$ cat src/rtl/mesi_pkg.sv
package mesi_pkg;
  typedef enum logic [1:0] {
    ST_INV = 2'b00,
    ST_SHD = 2'b01,
    ST_EXC = 2'b10,
    ST_MOD = 2'b11
  } line_st_e;

  typedef enum logic [2:0] {
    CMD_NONE  = 3'd0,
    CMD_RD    = 3'd1,
    CMD_RWITM = 3'd2,
    CMD_INV   = 3'd3,
    CMD_WB    = 3'd4
  } bus_cmd_e;
endpackage

$ cat src/rtl/mesi_line_array.sv
module mesi_line_array
  import mesi_pkg::*;
#(
  parameter int IDX_W  = 2,
  parameter int TAG_W  = 6,
  parameter int DATA_W = 16
) (
  input  logic              clk_i,
  input  logic              rst_ni,
  input  logic              upd_i,
  input  logic [IDX_W-1:0]  upd_idx_i,
  input  logic [1:0]        upd_st_i,
  input  logic              upd_fill_i,
  input  logic [TAG_W-1:0]  upd_tag_i,
  input  logic [DATA_W-1:0] upd_data_i,
  input  logic [IDX_W-1:0]  ra_idx_i,
  output logic [1:0]        ra_st_o,
  output logic [TAG_W-1:0]  ra_tag_o,
  output logic [DATA_W-1:0] ra_data_o,
  input  logic [IDX_W-1:0]  rb_idx_i,
  output logic [1:0]        rb_st_o,
  output logic [TAG_W-1:0]  rb_tag_o,
  output logic [DATA_W-1:0] rb_data_o
);
  localparam int LINES = 1 << IDX_W;

  logic [1:0]        st_q   [LINES];
  logic [TAG_W-1:0]  tag_q  [LINES];
  logic [DATA_W-1:0] data_q [LINES];

  always_ff @(posedge clk_i or negedge rst_ni) begin
    if (!rst_ni) begin
      for (int i = 0; i < LINES; i++) begin
        st_q[i]   <= ST_INV;
        tag_q[i]  <= '0;
        data_q[i] <= '0;
      end
    end else if (upd_i) begin
      st_q[upd_idx_i] <= upd_st_i;
      if (upd_fill_i) begin
        tag_q[upd_idx_i]  <= upd_tag_i;
        data_q[upd_idx_i] <= upd_data_i;
      end
    end
  end

  assign ra_st_o   = st_q[ra_idx_i];
  assign ra_tag_o  = tag_q[ra_idx_i];
  assign ra_data_o = data_q[ra_idx_i];
  assign rb_st_o   = st_q[rb_idx_i];
  assign rb_tag_o  = tag_q[rb_idx_i];
  assign rb_data_o = data_q[rb_idx_i];
endmodule

$ cat src/rtl/mesi_snoop_unit.sv
module mesi_snoop_unit
  import mesi_pkg::*;
#(
  parameter int TAG_W = 6
) (
  input  logic             valid_i,
  input  logic [2:0]       cmd_i,
  input  logic [TAG_W-1:0] tag_i,
  input  logic [1:0]       line_st_i,
  input  logic [TAG_W-1:0] line_tag_i,
  output logic             shared_o,
  output logic             abort_o,
  output logic             upd_o,
  output logic [1:0]       upd_st_o,
  output logic [1:0]       wb_st_o
);
  logic hit, is_rd, is_own;

  assign hit    = valid_i && (line_st_i != ST_INV) && (line_tag_i == tag_i);
  assign is_rd  = (cmd_i == CMD_RD);
  assign is_own = (cmd_i == CMD_RWITM) || (cmd_i == CMD_INV);

  assign shared_o = hit;
  assign abort_o  = hit && (line_st_i == ST_MOD) && (is_rd || cmd_i == CMD_RWITM);
  // dirty hits are resolved after the writeback, not here
  assign wb_st_o  = is_rd ? ST_SHD : ST_INV;

  always_comb begin
    upd_o    = 1'b0;
    upd_st_o = line_st_i;
    if (hit && line_st_i != ST_MOD) begin
      if (is_rd && line_st_i == ST_EXC) begin
        upd_o    = 1'b1;
        upd_st_o = ST_SHD;
      end else if (is_own) begin
        upd_o    = 1'b1;
        upd_st_o = ST_INV;
      end
    end
  end
endmodule

$ cat src/rtl/mesi_cache_ctrl.sv
module mesi_cache_ctrl
  import mesi_pkg::*;
#(
  parameter int ADDR_W = 8,
  parameter int IDX_W  = 2,
  parameter int DATA_W = 16
) (
  input  logic              clk_i,
  input  logic              rst_ni,
  input  logic              cpu_req_i,
  input  logic              cpu_we_i,
  input  logic [ADDR_W-1:0] cpu_addr_i,
  input  logic [DATA_W-1:0] cpu_wdata_i,
  output logic              cpu_ready_o,
  output logic [DATA_W-1:0] cpu_rdata_o,
  output logic              bus_req_o,
  input  logic              bus_gnt_i,
  output logic [2:0]        bus_cmd_o,
  output logic [ADDR_W-1:0] bus_addr_o,
  output logic [DATA_W-1:0] bus_wdata_o,
  input  logic [DATA_W-1:0] bus_rdata_i,
  input  logic              bus_shared_i,
  input  logic              bus_abort_i,
  input  logic              snp_valid_i,
  input  logic [2:0]        snp_cmd_i,
  input  logic [ADDR_W-1:0] snp_addr_i,
  output logic              snp_shared_o,
  output logic              snp_abort_o
);
  localparam int TAG_W = ADDR_W - IDX_W;

  typedef enum logic [1:0] {F_IDLE, F_UPG, F_EVICT, F_FILL} fsm_e;

  fsm_e fsm_q, fsm_d;
  logic              ready_q, ready_d;
  logic [DATA_W-1:0] rdata_q, rdata_d;

  logic [IDX_W-1:0]  cpu_idx, snp_idx;
  logic [TAG_W-1:0]  cpu_tag, snp_tag;
  logic [1:0]        ca_st, sb_st;
  logic [TAG_W-1:0]  ca_tag, sb_tag;
  logic [DATA_W-1:0] ca_data, sb_data;
  logic              cpu_hit, cpu_excl, accept, fsm_gnt;

  logic              snp_upd;
  logic [1:0]        snp_upd_st, snp_wb_st;

  logic              wb_pend_q;
  logic [IDX_W-1:0]  wb_idx_q;
  logic [ADDR_W-1:0] wb_addr_q;
  logic [DATA_W-1:0] wb_data_q;
  logic [1:0]        wb_next_q;

  logic              upd;
  logic [IDX_W-1:0]  upd_idx;
  logic [1:0]        upd_st;
  logic              upd_fill;
  logic [DATA_W-1:0] upd_data;

  assign cpu_idx = cpu_addr_i[IDX_W-1:0];
  assign cpu_tag = cpu_addr_i[ADDR_W-1:IDX_W];
  assign snp_idx = snp_addr_i[IDX_W-1:0];
  assign snp_tag = snp_addr_i[ADDR_W-1:IDX_W];

  mesi_line_array #(.IDX_W(IDX_W), .TAG_W(TAG_W), .DATA_W(DATA_W)) u_lines (
    .clk_i, .rst_ni,
    .upd_i(upd), .upd_idx_i(upd_idx), .upd_st_i(upd_st), .upd_fill_i(upd_fill),
    .upd_tag_i(cpu_tag), .upd_data_i(upd_data),
    .ra_idx_i(cpu_idx), .ra_st_o(ca_st), .ra_tag_o(ca_tag), .ra_data_o(ca_data),
    .rb_idx_i(snp_idx), .rb_st_o(sb_st), .rb_tag_o(sb_tag), .rb_data_o(sb_data)
  );

  mesi_snoop_unit #(.TAG_W(TAG_W)) u_snoop (
    .valid_i(snp_valid_i), .cmd_i(snp_cmd_i), .tag_i(snp_tag),
    .line_st_i(sb_st), .line_tag_i(sb_tag),
    .shared_o(snp_shared_o), .abort_o(snp_abort_o),
    .upd_o(snp_upd), .upd_st_o(snp_upd_st), .wb_st_o(snp_wb_st)
  );

  assign cpu_hit  = (ca_st != ST_INV) && (ca_tag == cpu_tag);
  assign cpu_excl = (ca_st == ST_EXC) || (ca_st == ST_MOD);
  assign accept   = cpu_req_i && !ready_q && !wb_pend_q && !snp_valid_i;
  // snoop writeback owns the bus while pending
  assign fsm_gnt  = bus_gnt_i && !wb_pend_q;

  always_comb begin
    bus_req_o   = 1'b0;
    bus_cmd_o   = CMD_NONE;
    bus_addr_o  = cpu_addr_i;
    bus_wdata_o = ca_data;
    case (fsm_q)
      F_UPG: begin
        bus_req_o = cpu_hit;
        bus_cmd_o = CMD_INV;
      end
      F_EVICT: begin
        bus_req_o  = 1'b1;
        bus_cmd_o  = CMD_WB;
        bus_addr_o = {ca_tag, cpu_idx};
      end
      F_FILL: begin
        bus_req_o = 1'b1;
        bus_cmd_o = cpu_we_i ? CMD_RWITM : CMD_RD;
      end
      default: ;
    endcase
    if (wb_pend_q) begin
      bus_req_o   = 1'b1;
      bus_cmd_o   = CMD_WB;
      bus_addr_o  = wb_addr_q;
      bus_wdata_o = wb_data_q;
    end
  end

  always_comb begin
    fsm_d   = fsm_q;
    ready_d = 1'b0;
    rdata_d = rdata_q;
    case (fsm_q)
      F_IDLE: if (accept) begin
        if (cpu_hit) begin
          if (!cpu_we_i) begin
            ready_d = 1'b1;
            rdata_d = ca_data;
          end else if (cpu_excl) ready_d = 1'b1;
          else fsm_d = F_UPG;
        end else if (ca_st == ST_MOD) fsm_d = F_EVICT;
        else fsm_d = F_FILL;
      end
      F_UPG: begin
        if (!cpu_hit) fsm_d = F_FILL;  // lost the race: reissue as miss
        else if (fsm_gnt) begin
          fsm_d   = F_IDLE;
          ready_d = 1'b1;
        end
      end
      F_EVICT: if (fsm_gnt) fsm_d = F_FILL;
      F_FILL: if (fsm_gnt && !bus_abort_i) begin
        fsm_d   = F_IDLE;
        ready_d = 1'b1;
        rdata_d = cpu_we_i ? cpu_wdata_i : bus_rdata_i;
      end
      default: fsm_d = F_IDLE;
    endcase
  end

  always_comb begin
    upd      = 1'b0;
    upd_idx  = cpu_idx;
    upd_st   = ST_INV;
    upd_fill = 1'b0;
    upd_data = cpu_wdata_i;
    if (wb_pend_q && bus_gnt_i) begin
      upd     = 1'b1;
      upd_idx = wb_idx_q;
      upd_st  = wb_next_q;
    end else if (snp_upd) begin
      upd     = 1'b1;
      upd_idx = snp_idx;
      upd_st  = snp_upd_st;
    end else begin
      case (fsm_q)
        F_IDLE: if (accept && cpu_hit && cpu_we_i && cpu_excl) begin
          upd = 1'b1; upd_st = ST_MOD; upd_fill = 1'b1;
        end
        F_UPG: if (fsm_gnt && cpu_hit) begin
          upd = 1'b1; upd_st = ST_MOD; upd_fill = 1'b1;
        end
        F_EVICT: if (fsm_gnt) begin
          upd = 1'b1; upd_st = ST_INV;
        end
        F_FILL: if (fsm_gnt && !bus_abort_i) begin
          upd      = 1'b1;
          upd_fill = 1'b1;
          upd_data = cpu_we_i ? cpu_wdata_i : bus_rdata_i;
          upd_st   = cpu_we_i ? ST_MOD : (bus_shared_i ? ST_SHD : ST_EXC);
        end
        default: ;
      endcase
    end
  end

  always_ff @(posedge clk_i or negedge rst_ni) begin
    if (!rst_ni) begin
      fsm_q     <= F_IDLE;
      ready_q   <= 1'b0;
      rdata_q   <= '0;
      wb_pend_q <= 1'b0;
      wb_idx_q  <= '0;
      wb_addr_q <= '0;
      wb_data_q <= '0;
      wb_next_q <= ST_INV;
    end else begin
      fsm_q   <= fsm_d;
      ready_q <= ready_d;
      rdata_q <= rdata_d;
      if (wb_pend_q && bus_gnt_i) wb_pend_q <= 1'b0;
      else if (snp_abort_o && !wb_pend_q) begin
        wb_pend_q <= 1'b1;
        wb_idx_q  <= snp_idx;
        wb_addr_q <= snp_addr_i;
        wb_data_q <= sb_data;
        wb_next_q <= snp_wb_st;
      end
    end
  end

  assign cpu_ready_o = ready_q;
  assign cpu_rdata_o = rdata_q;

  // input assumptions
  assert_gnt_needs_req: assert property (@(posedge clk_i) disable iff (!rst_ni)
    bus_gnt_i |-> bus_req_o);
  assert_no_snoop_on_gnt: assert property (@(posedge clk_i) disable iff (!rst_ni)
    !(snp_valid_i && bus_gnt_i));

  assert_fill_excl_R2: assert property (@(posedge clk_i) disable iff (!rst_ni)
    (fsm_q == F_FILL && fsm_gnt && !bus_abort_i && !cpu_we_i && !bus_shared_i)
    |=> ca_st == ST_EXC);
  assert_ready_pulse_R3: assert property (@(posedge clk_i) disable iff (!rst_ni)
    cpu_ready_o |=> !cpu_ready_o);
  assert_excl_write_silent_R4: assert property (@(posedge clk_i) disable iff (!rst_ni)
    (fsm_q == F_IDLE && accept && cpu_hit && cpu_we_i && cpu_excl)
    |=> cpu_ready_o && !bus_req_o);
  assert_inv_only_shared_R5: assert property (@(posedge clk_i) disable iff (!rst_ni)
    (bus_req_o && bus_cmd_o == CMD_INV) |-> (cpu_hit && ca_st == ST_SHD));
  assert_abort_needs_copy_R9: assert property (@(posedge clk_i) disable iff (!rst_ni)
    snp_abort_o |-> snp_shared_o);
  assert_wb_after_abort_R9: assert property (@(posedge clk_i) disable iff (!rst_ni)
    (snp_abort_o && !wb_pend_q)
    |=> bus_req_o && bus_cmd_o == CMD_WB && bus_addr_o == $past(snp_addr_i));
  assert_abort_retry_R12: assert property (@(posedge clk_i) disable iff (!rst_ni)
    (fsm_q == F_FILL && fsm_gnt && bus_abort_i) |=> (fsm_q == F_FILL && bus_req_o));
  assert_evict_then_fill_R13: assert property (@(posedge clk_i) disable iff (!rst_ni)
    (fsm_q == F_EVICT && fsm_gnt) |=> fsm_q == F_FILL);
endmodule

$ cat config.mk
export PLATFORM = sky130hd
export DESIGN_NAME = mesi_cache_ctrl
export DESIGN_NICKNAME = d
export VERILOG_FILES = /design/src/rtl/mesi_pkg.sv /design/src/rtl/mesi_line_array.sv /design/src/rtl/mesi_snoop_unit.sv /design/src/rtl/mesi_cache_ctrl.sv
export SDC_FILE = /design/constraint.sdc
export NUM_CORES = 1
export LEC_CHECK = 0
export BUFFER_PORTS_ARGS = -buffer_cell sky130_fd_sc_hd__buf_4
export CAP_MARGIN = 25
export CORE_MARGIN = 2
export CORE_UTILIZATION = 50
export CTS_BUF_LIST = sky130_fd_sc_hd__clkbuf_8
export CTS_CLUSTER_SIZE = 28
export DETAILED_ROUTE_END_ITERATION = 12
export GPL_TIMING_DRIVEN = 0
export PLACE_DENSITY = 0.72
export REMOVE_ABC_BUFFERS = 1
export SETUP_SLACK_MARGIN = 0.05
export SYNTH_ARGS = -nofsm -noshare
export SYNTH_HDL_FRONTEND = slang
export SYNTH_HIERARCHICAL = 1
export SYNTH_SLANG_ARGS = --single-unit
export TNS_END_PERCENT = 1
$ cat constraint.sdc
create_clock -name clk_i -period 4.61 [get_ports clk_i]
set_clock_uncertainty 0.1 [all_clocks]
set_input_delay 0.461 -clock clk_i [delete_from_list [all_inputs] [get_ports clk_i]]
set_output_delay 0.461 -clock clk_i [all_outputs]
set_load 0.005 [all_outputs]
==> impl_metrics.tcl, run 1 <==
set metrics [dict create \
    status "finished, final reports clean" \
    synth_top_area_share_pct 42.3 \
    hp-class "in2reg" \
    drive_gt1_share_pct 48.8 \
    cts_made_buffers 17 \
    register_area_sq_um 3550 \
    synth_top_family_by_area "multiplexers" \
    setup_tns_ns 0 \
    place_congestion 0.800 \
    syn_inst 660 \
    max_freq_ghz 0.230 \
    detail_route.wl_per_cell_um 23.2 \
    synth.yosys.warnings 6 \
    design.die.area_sq_um 17900 \
    hpwlAfterDp_um 14500 \
    fillCellCount 1285 \
    synth.most_common_cell "mux2_2" \
    final_cells 972 \
    grt_usage_pct 25.9 \
    via_per_inst 6.39 \
    grt_max_degree 93 \
    final_core_util_pct 59.5 \
    cts.htree.levels 4 \
    worstHoldPathCells 2 \
    critical_path_class "reg2reg" \
    start_util_pct 50.9 \
    nets 800 \
    cts_tree "built" \
    synth_compound_area_share_pct 9.27 \
    via_count 6215 \
    crit_arrival_ns 4.58 \
    cts-root-buf "clkbuf_8" \
    finalWirelength_um 22500 \
    synth_area_sq_um 8410 \
    r2r_cells 5 \
    synthTopCellsByArea "dfrtp_1 42%, mux2_2 21%, mux4_2 13%, mux2i_1 2.9%, a21oi_1 2.4%" \
    synthFlopType "dfrtp_1" \
    crit_path_start_kind "flop" \
    antenna_found_initial 0 \
    rrSetupSlack_ns 0.26 \
    syn_avg_cell_area_sq_um 12.7 \
    place_ws_ns -1.01 \
    hold_slack_ns 0.155 \
    cts_sinks 142 \
    slew_headroom_pct 32.8 \
    synthArstFlopShare_pct 100 \
    tightest_slew_ns 1.01 \
    die_y_um 134 \
    required_ns 4.84 \
    post_synth_num_cell_types 48 \
    leakage_uw 0.00435 \
    period_needed_ns 4.35 \
    finalCritPeriodShare_pct 94.4 \
    clkTransAtPathRegs_ns 0.08 \
    cts_buffer_depth 2 \
    netlist_top_cells_count "156 x mux2_2, 142 x dfrtp_1, 48 x mux4_2" \
    multiInputGateArea_sq_um 4560 \
    path_max_fanout 41 \
    antenna_cells 0 \
    synthToLayoutAreaGrowth_pct 16.9 \
    seq_area_frac_synth_pct 42.3 \
    powerDensity_nw_per_um2 466 \
    synthSimpleGateAreaFrac_pct 6.59 \
    rsz0062_at_grt "false" \
    drt_iter0_drc 609 \
    firstDrtPassIters 5 \
    synth_edf_count 0 \
    dp_cells 932 \
    grt_pass1_vias 6681 \
    fin_ws_ns 0.259 \
    drcViolationCount 0 \
    port_buffers 105 \
    core-area_sq_um 16500 \
    grt_pass1_wl_um 35600 \
    synth-seq-cells 142 \
    synthMuxAreaShare_pct 36.8 \
    synth_fa_ha_area_share_pct 0 \
    die_x_um 134 \
    peakVddDrop_v 0.000254 \
    end_kind "flop" \
    finalMaxSlewViolations 0 \
    grt_overflow 0 \
    synth_xor_area_share_pct 1.35 \
    setup_violations 0 \
    clk_latency_ns 0.45 \
    ant_nets 0 \
    yosys.area.top_type "dfrtp_1" \
    row_count 47 \
    hold_violations 0 \
    io_pins 106 \
    drv_cap 0 \
]
[worst paths after layout]
path                                           from                              to
max reg2reg                   wb_pend_q$_DFFE_PN0P_  u_lines/data_q[53]$_DFFE_PN0P_
max                           wb_pend_q$_DFFE_PN0P_  u_lines/data_q[53]$_DFFE_PN0P_
min reg2reg                wb_next_q[0]$_DFFE_PN0P_        wb_next_q[0]$_DFFE_PN0P_
max in group asynchronous                    rst_ni           wb_pend_q$_DFFE_PN0P_
min in group asynchronous                    rst_ni   u_lines/tag_q[23]$_DFFE_PN0P_
min                                   snp_addr_i[3]        wb_addr_q[3]$_DFFE_PN0P_
[power breakdown]
part	switching [uW]	total [uW]	leakage, uW	internal (uW)
clock network	469	905	0.000190	436
logic	819	1790	0.00231	976
registers	286	1880	0.00185	1590
total	1570	4580	0.00435	3010
[sequential cells by signal (all words and copies together), names as in the netlist, 2 cells and up]
name and flops:
u_lines/data_q 64, u_lines/tag_q 24, cpu_rdata_o 16, wb_data_q 16, u_lines/st_q 8, wb_addr_q 7, fsm_q 2, wb_next_q 2
[critical path, stage by stage (launching register included)]
cell and delay (ns):
dfrtp_2 0.76, nand3b_1 0.85, or2_2 0.85, a2111oi_2 0.58
and4bb_4 0.67, mux2_2 0.40
[cell families (layout without fill, tap and decap cells)]
group,after synthesis,count (layout)
mux,229,229
flops,142,142
compound gates,121,121
simple gates,89,89
buf+inv,65,157
xor+xnor,13,13
other cells,1,1
[cells in the final DEF, fill, tap and decap left out, types with 2 or more instances in the layout]
| cell | netlist | final |
|---|---|---|
| nand3_1 | 20 | 20 |
| a21oi_1 | 41 | 41 |
| buf_16 | 0 | 5 |
| buf_8 | 0 | 4 |
| nand3b_1 | 6 | 6 |
| inv_1 | 5 | 8 |
| and2_1 | 3 | 3 |
| xnor2_1 | 10 | 10 |
| buf_4 | 7 | 108 |
| mux4_2 | 48 | 48 |
| dfrtp_1 | 142 | 141 |
| or2_2 | 2 | 2 |
| mux2_2 | 156 | 156 |
| nand4b_1 | 2 | 2 |
| buf_12 | 0 | 2 |
| a31oi_1 | 18 | 18 |
| xor2_1 | 3 | 3 |
| clkbuf_8 | 0 | 19 |
| a21o_1 | 3 | 3 |
| nor2_1 | 7 | 7 |
| nand2_1 | 13 | 13 |
| mux2i_1 | 24 | 24 |
| nor4_4 | 2 | 2 |
| nand4_1 | 17 | 17 |
| nand2b_1 | 5 | 5 |
| o21ai_0 | 18 | 17 |
| o21ai_1 | 1 | 2 |
| o211ai_1 | 18 | 18 |
| nor3b_1 | 2 | 2 |
| clkinv_2 | 0 | 6 |
| a2111oi_0 | 16 | 16 |
[metal layers]
layer	vias to the layer above	routed length [um]	track usage, %
met4	0	521	9.81
met1	3183	9010	32.3
met5	-	0	0
met3	44	1350	5.33
li1	2731	-	-
met2	257	11700	44.5
[area by class of cell]
cell class / count / area share, %
Timing Repair Buffer: 122 / 10.9
Multi-Input combinational cell: 453 / 46.4
Sequential cell: 142 / 36.2
Clock inverter: 11 / 0.802
Inverter: 5 / 0.191
Clock buffer: 19 / 2.66
Tap cell: 220 / 2.80
[per-stage QoR]
stage / area (sq um) / power [uW]
floorplan: 8110 / 2960
global placement: 9180 / 3470
detailed placement: 9340 / 3610
CTS: 9770 / 4510
global route: 9830 / 4820
finish: 9830 / 4580
[what timing repair did]
item                                    CTS  global route
setup buffers                             6             0
hold endpoints to repair                 50             0
resized for setup                         1             2
pin swaps                                 3             0
endpoints found under the setup margin   82            22
hold buffers                              1             0
No activity file was read; power rests on OpenSTA's default activity.
==> run 2: changes to the inputs <==
--- a/config.mk
+++ b/config.mk
@@ -8,16 +8,15 @@
 export BUFFER_PORTS_ARGS = -buffer_cell sky130_fd_sc_hd__buf_4
 export CAP_MARGIN = 25
 export CORE_MARGIN = 2
-export CORE_UTILIZATION = 50
+export CORE_UTILIZATION = 60
 export CTS_BUF_LIST = sky130_fd_sc_hd__clkbuf_8
 export CTS_CLUSTER_SIZE = 28
 export DETAILED_ROUTE_END_ITERATION = 12
 export GPL_TIMING_DRIVEN = 0
-export PLACE_DENSITY = 0.72
+export PLACE_DENSITY = 0.85
 export REMOVE_ABC_BUFFERS = 1
 export SETUP_SLACK_MARGIN = 0.05
 export SYNTH_ARGS = -nofsm -noshare
 export SYNTH_HDL_FRONTEND = slang
-export SYNTH_HIERARCHICAL = 1
 export SYNTH_SLANG_ARGS = --single-unit
 export TNS_END_PERCENT = 1
==> impl_metrics.tcl, run 2 <==
set metrics [dict create \
    place_congestion 0.923 \
    drt_iter0_drc 370 \
    die_x_um 118 \
    synth_top_area_share_pct 45.6 \
    die_y_um 118 \
    start_util_pct 61.3 \
    hp-class "in2reg" \
    syn_avg_cell_area_sq_um 12.2 \
    via_count 5743 \
    finalWirelength_um 19300 \
    grt_pass1_wl_um 31500 \
    total_power_uw 4160 \
    period_needed_ns 4.36 \
    tightest_slew_ns 0.949 \
    place_ws_ns 0.226 \
    pwr-share-seq_pct 42.8 \
    peakVddDrop_v 0.000375 \
    final_cells 913 \
    max_freq_ghz 0.229 \
    path_max_fanout 27 \
    required_ns 4.85 \
    setup_violations 0 \
    cts_buffer_depth 2 \
    hpwlAfterDp_um 13000 \
    largest_register_ffs 64 \
    hold_violations 0 \
    grt_max_degree 75 \
    antenna_cells 0 \
    nets 787 \
    post_synth_num_cell_types 45 \
    end_kind "flop" \
    ant_nets 0 \
    drive_gt1_share_pct 41.0 \
    drcViolationCount 0 \
    design.die.area_sq_um 13800 \
    grt_pass1_vias 6187 \
    leakage_uw 0.00443 \
    rrSetupSlack_ns 0.25 \
    cts_sinks 141 \
    grt_usage_pct 29.3 \
    reg_top3 "u_lines.data_q (64), u_lines.tag_q (24)" \
    synth-seq-cells 141 \
    via_per_inst 6.29 \
    port_buffers 105 \
    fillCellCount 855 \
    synthTopCellsByArea "dfrtp_1 46%, mux2_2 15%, mux4_2 14%, nand2_1 4.5%, mux2i_1 3.0%" \
    p_comb_share_pct 30.2 \
    dp_cells 880 \
    placed_area_sq_um 8790 \
    switching_share_pct 30.5 \
    row_count 41 \
    powerDensity_nw_per_um2 450 \
    finalMaxSlewViolations 0 \
    status "finished, final reports clean" \
    antenna_found_initial 0 \
    synth_area_sq_um 7730 \
    core-area_sq_um 12600 \
    netlist_top_cells_count "141 x dfrtp_1, 104 x mux2_2, 92 x nand2_1" \
    synthToLayoutAreaGrowth_pct 19.7 \
    detail_route.wl_per_cell_um 21.1 \
    synth_edf_count 0 \
    drv_cap 0 \
    synthArstFlopShare_pct 100 \
    firstDrtPassIters 5 \
    io_pins 106 \
    cts.htree.levels 4 \
    crit_path_start_kind "flop" \
    slew_headroom_pct 36.2 \
    post-cts-setup-buffer-count 0 \
    p_sw_uw 1270 \
    clk_latency_ns 0.46 \
    synthFlopType "dfrtp_1" \
    synth.most_common_cell "dfrtp_1" \
    critical_path_class "reg2reg" \
    mostFrequentLayoutCell "dfrtp_1" \
    cell_internal_pwr_uw 2890 \
    grt_overflow 0 \
    finalCritPeriodShare_pct 94.7 \
    clkTransAtPathRegs_ns 0.08 \
    fin_ws_ns 0.246 \
    seq_area_frac_synth_pct 45.6 \
    yosys.area.top_type "dfrtp_1" \
    syn_inst 632 \
    cts-root-buf "clkbuf_8" \
    hold_slack_ns 0.115 \
    crit_arrival_ns 4.60 \
    cts_made_buffers 17 \
    top_register "u_lines.data_q" \
    cts_tree "built" \
    synth.yosys.warnings 0 \
    pwr-share-clk_pct 27.0 \
    rsz0062_at_grt "false" \
    mostFrequentLayoutCells "141 x dfrtp_1, 104 x mux2_2, 104 x buf_4" \
    stdcell_area_sq_um 9250 \
]
==> run 2: cell count changes after synthesis, moves of 14 or more <==
cell       delta
a2111oi_0    -16
a21oi_1      -16
a31oi_1      -14
buf_2        -16
mux2_1       +18
mux2_2       -52
nand2_1      +79
nand3_1      -19
nand4_1      -15
nor2_1       +22
o211ai_1     -18
o21ai_0      +19
==> run 2: cell type report <==
| cell class | count | area (sq um) | share of cell area [%] |
|---|---|---|---|
| tap | 172 | 215 | 2.33 |
| sequential | 141 | 3530 | 38.1 |
| multi-input combinational | 445 | 4000 | 43.2 |
| inverter | 6 | 22.5 | 0.243 |
| clock buffer | 19 | 262 | 2.83 |
| clock inverter | 13 | 186 | 2.01 |
| timing repair buffer | 117 | 1040 | 11.3 |
==> run 2: timing repair <==
item,4_1_cts,5_1_grt
gates resized for setup,0,0
endpoints found under the setup margin,0,0
hold endpoints to repair,67,0
hold buffers,1,0
==> run 2: worst paths after layout <==
| kind | startpoint | to | cells after the start |
|---|---|---|---|
| max | wb_pend_q$_DFFE_PN0P_ | u_lines.data_q[27]$_DFFE_PN0P_ | 8 |
| min | snp_cmd_i[2] | wb_next_q[0]$_DFFE_PN0P_ | 2 |
| max reg2reg | wb_pend_q$_DFFE_PN0P_ | u_lines.data_q[27]$_DFFE_PN0P_ | 8 |
| min reg2reg | cpu_rdata_o[8]$_DFFE_PN0P_ | cpu_rdata_o[8]$_DFFE_PN0P_ | 2 |
| max in group asynchronous | rst_ni | u_lines.data_q[27]$_DFFE_PN0P_ | 3 |
| min in group asynchronous | rst_ni | u_lines.tag_q[15]$_DFFE_PN0P_ | 2 |
==> run 2: worst max-delay path: stages, from the launching register on <==
cell	delay, ns
dfrtp_1	0.67
buf_16	0.30
clkinv_1	0.51
nand2_1	0.15
nor3_1	0.76
o21ai_0	0.44
a2111o_1	0.70
buf_16	0.26
mux2_1	0.33
==> run 2: power groups by stage <==
stage	combinational, uW	clock, uW	sequential (uW)
2_1_floorplan	757	0	1730
3_3_place_gp	1170	0	1750
3_5_place_dp	1250	0	1790
4_1_cts	1260	1130	1770
5_1_grt	1370	1180	1820
6_report	1260	1130	1780
==> run 2: logic make-up (layout without fill, tap and decap cells) <==
group,Yosys count,in the layout,share of synthesized area [%]
compound gates,92,92,7.01
xor+xnor,13,13,1.47
buf+inv,46,155,2.90
flops,141,141,45.6
mux,194,194,34.9
simple gates,146,146,8.11
==> run 2: routing by layer <==
layer,track usage (%),part of all wire [%]
met3,8.19,6.6
met1,36.8,40
met4,13.5,3.0
met5,0,0
met2,47.6,50
==> run 2: stage by stage <==
stage,TNS (ns),utilization (%)
2_1_floorplan,0,-
3_3_place_gp,-139.73,67.6
3_5_place_dp,0,69.7
4_1_cts,0,73.3
5_1_grt,0,73.3
6_report,0,73.3
==> run 3: changes to the inputs <==
==> constraint.sdc (replaced) <==
create_clock -name clk_i -period 4.61 [get_ports clk_i]
set_clock_uncertainty 0.1 [all_clocks]
set_input_delay 1.1525 -clock clk_i [delete_from_list [all_inputs] [get_ports clk_i]]
set_output_delay 1.1525 -clock clk_i [all_outputs]
set_load 0.005 [all_outputs]
==> impl_metrics.tcl, run 3 (synthesis gave the netlist of run 2 again) <==
set metrics [dict create \
    status "finished, final reports clean" \
    drv_cap 0 \
    grt_overflow 0 \
    design.die.area_sq_um 13800 \
    core-area_sq_um 12600 \
    place_congestion 0.923 \
    final_cells 916 \
    start_util_pct 61.3 \
    largest_register_ffs 64 \
    crit_arrival_ns 4.71 \
    setup_violations 0 \
    total_power_uw 4170 \
    dp_cells 880 \
    end_kind "flop" \
    cts.htree.levels 4 \
    tightest_slew_ns 0.966 \
    crit_path_start_kind "input pin" \
    cts_sinks 141 \
    hp-class "reg2reg" \
    finalCritPeriodShare_pct 96.8 \
    r2r_cells 8 \
    die_x_um 118 \
    row_count 41 \
    finalWirelength_um 19300 \
    mostFrequentLayoutCell "dfrtp_1" \
    switching_share_pct 30.5 \
    grt_pass1_vias 6176 \
    powerDensity_nw_per_um2 449 \
    mostFrequentLayoutCells "141 x dfrtp_1, 106 x buf_4, 104 x mux2_2" \
    cts_tree "built" \
    finalMaxSlewViolations 0 \
    die_y_um 118 \
    antenna_cells 0 \
    antenna_found_initial 0 \
    hpwlAfterDp_um 13000 \
    grt_pass1_wl_um 31400 \
    critical_path_class "in2reg" \
    grt_max_degree 75 \
    r2r_start "wb_pend_q$_DFFE_PN0P_" \
    path_max_fanout 26 \
    nets 790 \
    required_ns 4.86 \
    leakage_uw 0.00445 \
    clkTransAtPathRegs_ns 0.08 \
    reg_top3 "u_lines.data_q (64), u_lines.tag_q (24)" \
    pwr-share-clk_pct 27.0 \
    port_buffers 105 \
    max_freq_ghz 0.224 \
    cts-root-buf "clkbuf_8" \
    top_register "u_lines.data_q" \
    grt_usage_pct 29.2 \
    detail_route.wl_per_cell_um 21.1 \
    ant_nets 0 \
    drcViolationCount 0 \
    setup_tns_ns 0 \
    cell_internal_pwr_uw 2900 \
    rrSetupSlack_ns 0.21 \
    clk_latency_ns 0.47 \
    p_comb_share_pct 30.3 \
    via_count 5756 \
    period_needed_ns 4.46 \
    critical_path.startpoint "snp_addr_i[0]" \
    slew_headroom_pct 35.1 \
    p_sw_uw 1270 \
    rsz0062_at_grt "true" \
    cts_made_buffers 17 \
    hold_violations 0 \
    peakVddDrop_v 0.000375 \
    io_pins 106 \
    synthToLayoutAreaGrowth_pct 20.1 \
    drive_gt1_share_pct 41.4 \
    via_per_inst 6.28 \
    pwr-share-seq_pct 42.7 \
    cts_buffer_depth 2 \
    drt_iter0_drc 432 \
    r2r-end "u_lines.data_q[27]$_DFFE_PN0P_" \
    worstSetupEndpoint "u_lines.data_q[59]$_DFFE_PN0P_" \
    firstDrtPassIters 5 \
]
## run 3: changes by cell type in the layout (fill, tap and decap cells not counted), sizes merged
cell / previous run / this run
clkbuf: 19 / 20
dlygate4sd3: 1 / 0
buf: 116 / 119
## run 3: through the flow
stage | util [%] | setup WS (ns) | hold slack, ns | instance area (sq um)
finish | 73.6 | 0.145 | 0.392 | 9280
global route | 73.6 | 0.00113 | 0.420 | 9280
CTS | 73.3 | 0.0633 | 0.399 | 9250
detailed placement | 69.7 | -0.466 | 0.378 | 8790
global placement | 67.6 | -2.67 | 0.368 | 8530
floorplan | - | -0.319 | 0.343 | 7530
## run 3: cell type report
class / instances / area, sq um
multi-input cells: 445 / 4000
flip-flops and latches: 141 / 3530
fillers: 849 / 3340
repair buffers: 120 / 1070
clock buffers: 19 / 262
well taps: 172 / 215
clock inverters: 13 / 186
inverters: 6 / 22.5
## run 3: worst min-delay path by stage
stage	start	end	depth (start not counted)
floorplan	wb_next_q[0]$_DFFE_PN0P_	wb_next_q[0]$_DFFE_PN0P_	2
global placement	cpu_rdata_o[1]$_DFFE_PN0P_	cpu_rdata_o[1]$_DFFE_PN0P_	2
detailed placement	cpu_rdata_o[11]$_DFFE_PN0P_	cpu_rdata_o[11]$_DFFE_PN0P_	2
CTS	cpu_rdata_o[11]$_DFFE_PN0P_	cpu_rdata_o[11]$_DFFE_PN0P_	2
global route	cpu_rdata_o[3]$_DFFE_PN0P_	cpu_rdata_o[3]$_DFFE_PN0P_	2
finish	cpu_rdata_o[8]$_DFFE_PN0P_	cpu_rdata_o[8]$_DFFE_PN0P_	2
## run 3: power groups by stage
stage / Clock (uW) / Sequential (uW) / Combinational (uW)
floorplan: 0 / 1730 / 757
global placement: 0 / 1750 / 1170
detailed placement: 0 / 1790 / 1250
CTS: 1130 / 1770 / 1260
global route: 1180 / 1820 / 1380
finish: 1130 / 1780 / 1260
## run 3: worst max-delay path, cell delays in order
cell and delay [ns]:
clkbuf_8 0.31, mux4_2 0.57, xnor2_1 0.27, nand4b_1 0.22, buf_4 0.20, nor3_4 0.29
mux2_2 0.42, a2111o_1 0.66, buf_16 0.26, mux2_2 0.30
## run 3: metal layers
metal	up-vias	global-route usage, %	wire length, um
met4	0	13.3	595
met1	2919	36.7	7810
met3	63	8.19	1290
met2	232	47.5	9620
met5	-	0	0
li1	2542	-	-
## run 3: timing repair
item / 4_1_cts / 5_1_grt
pin swaps: 0 / 2
setup endpoints to repair: 17 / 30
resized for setup: 2 / 1
buffers inserted: 0 / 4
hold buffers: 0 / 0
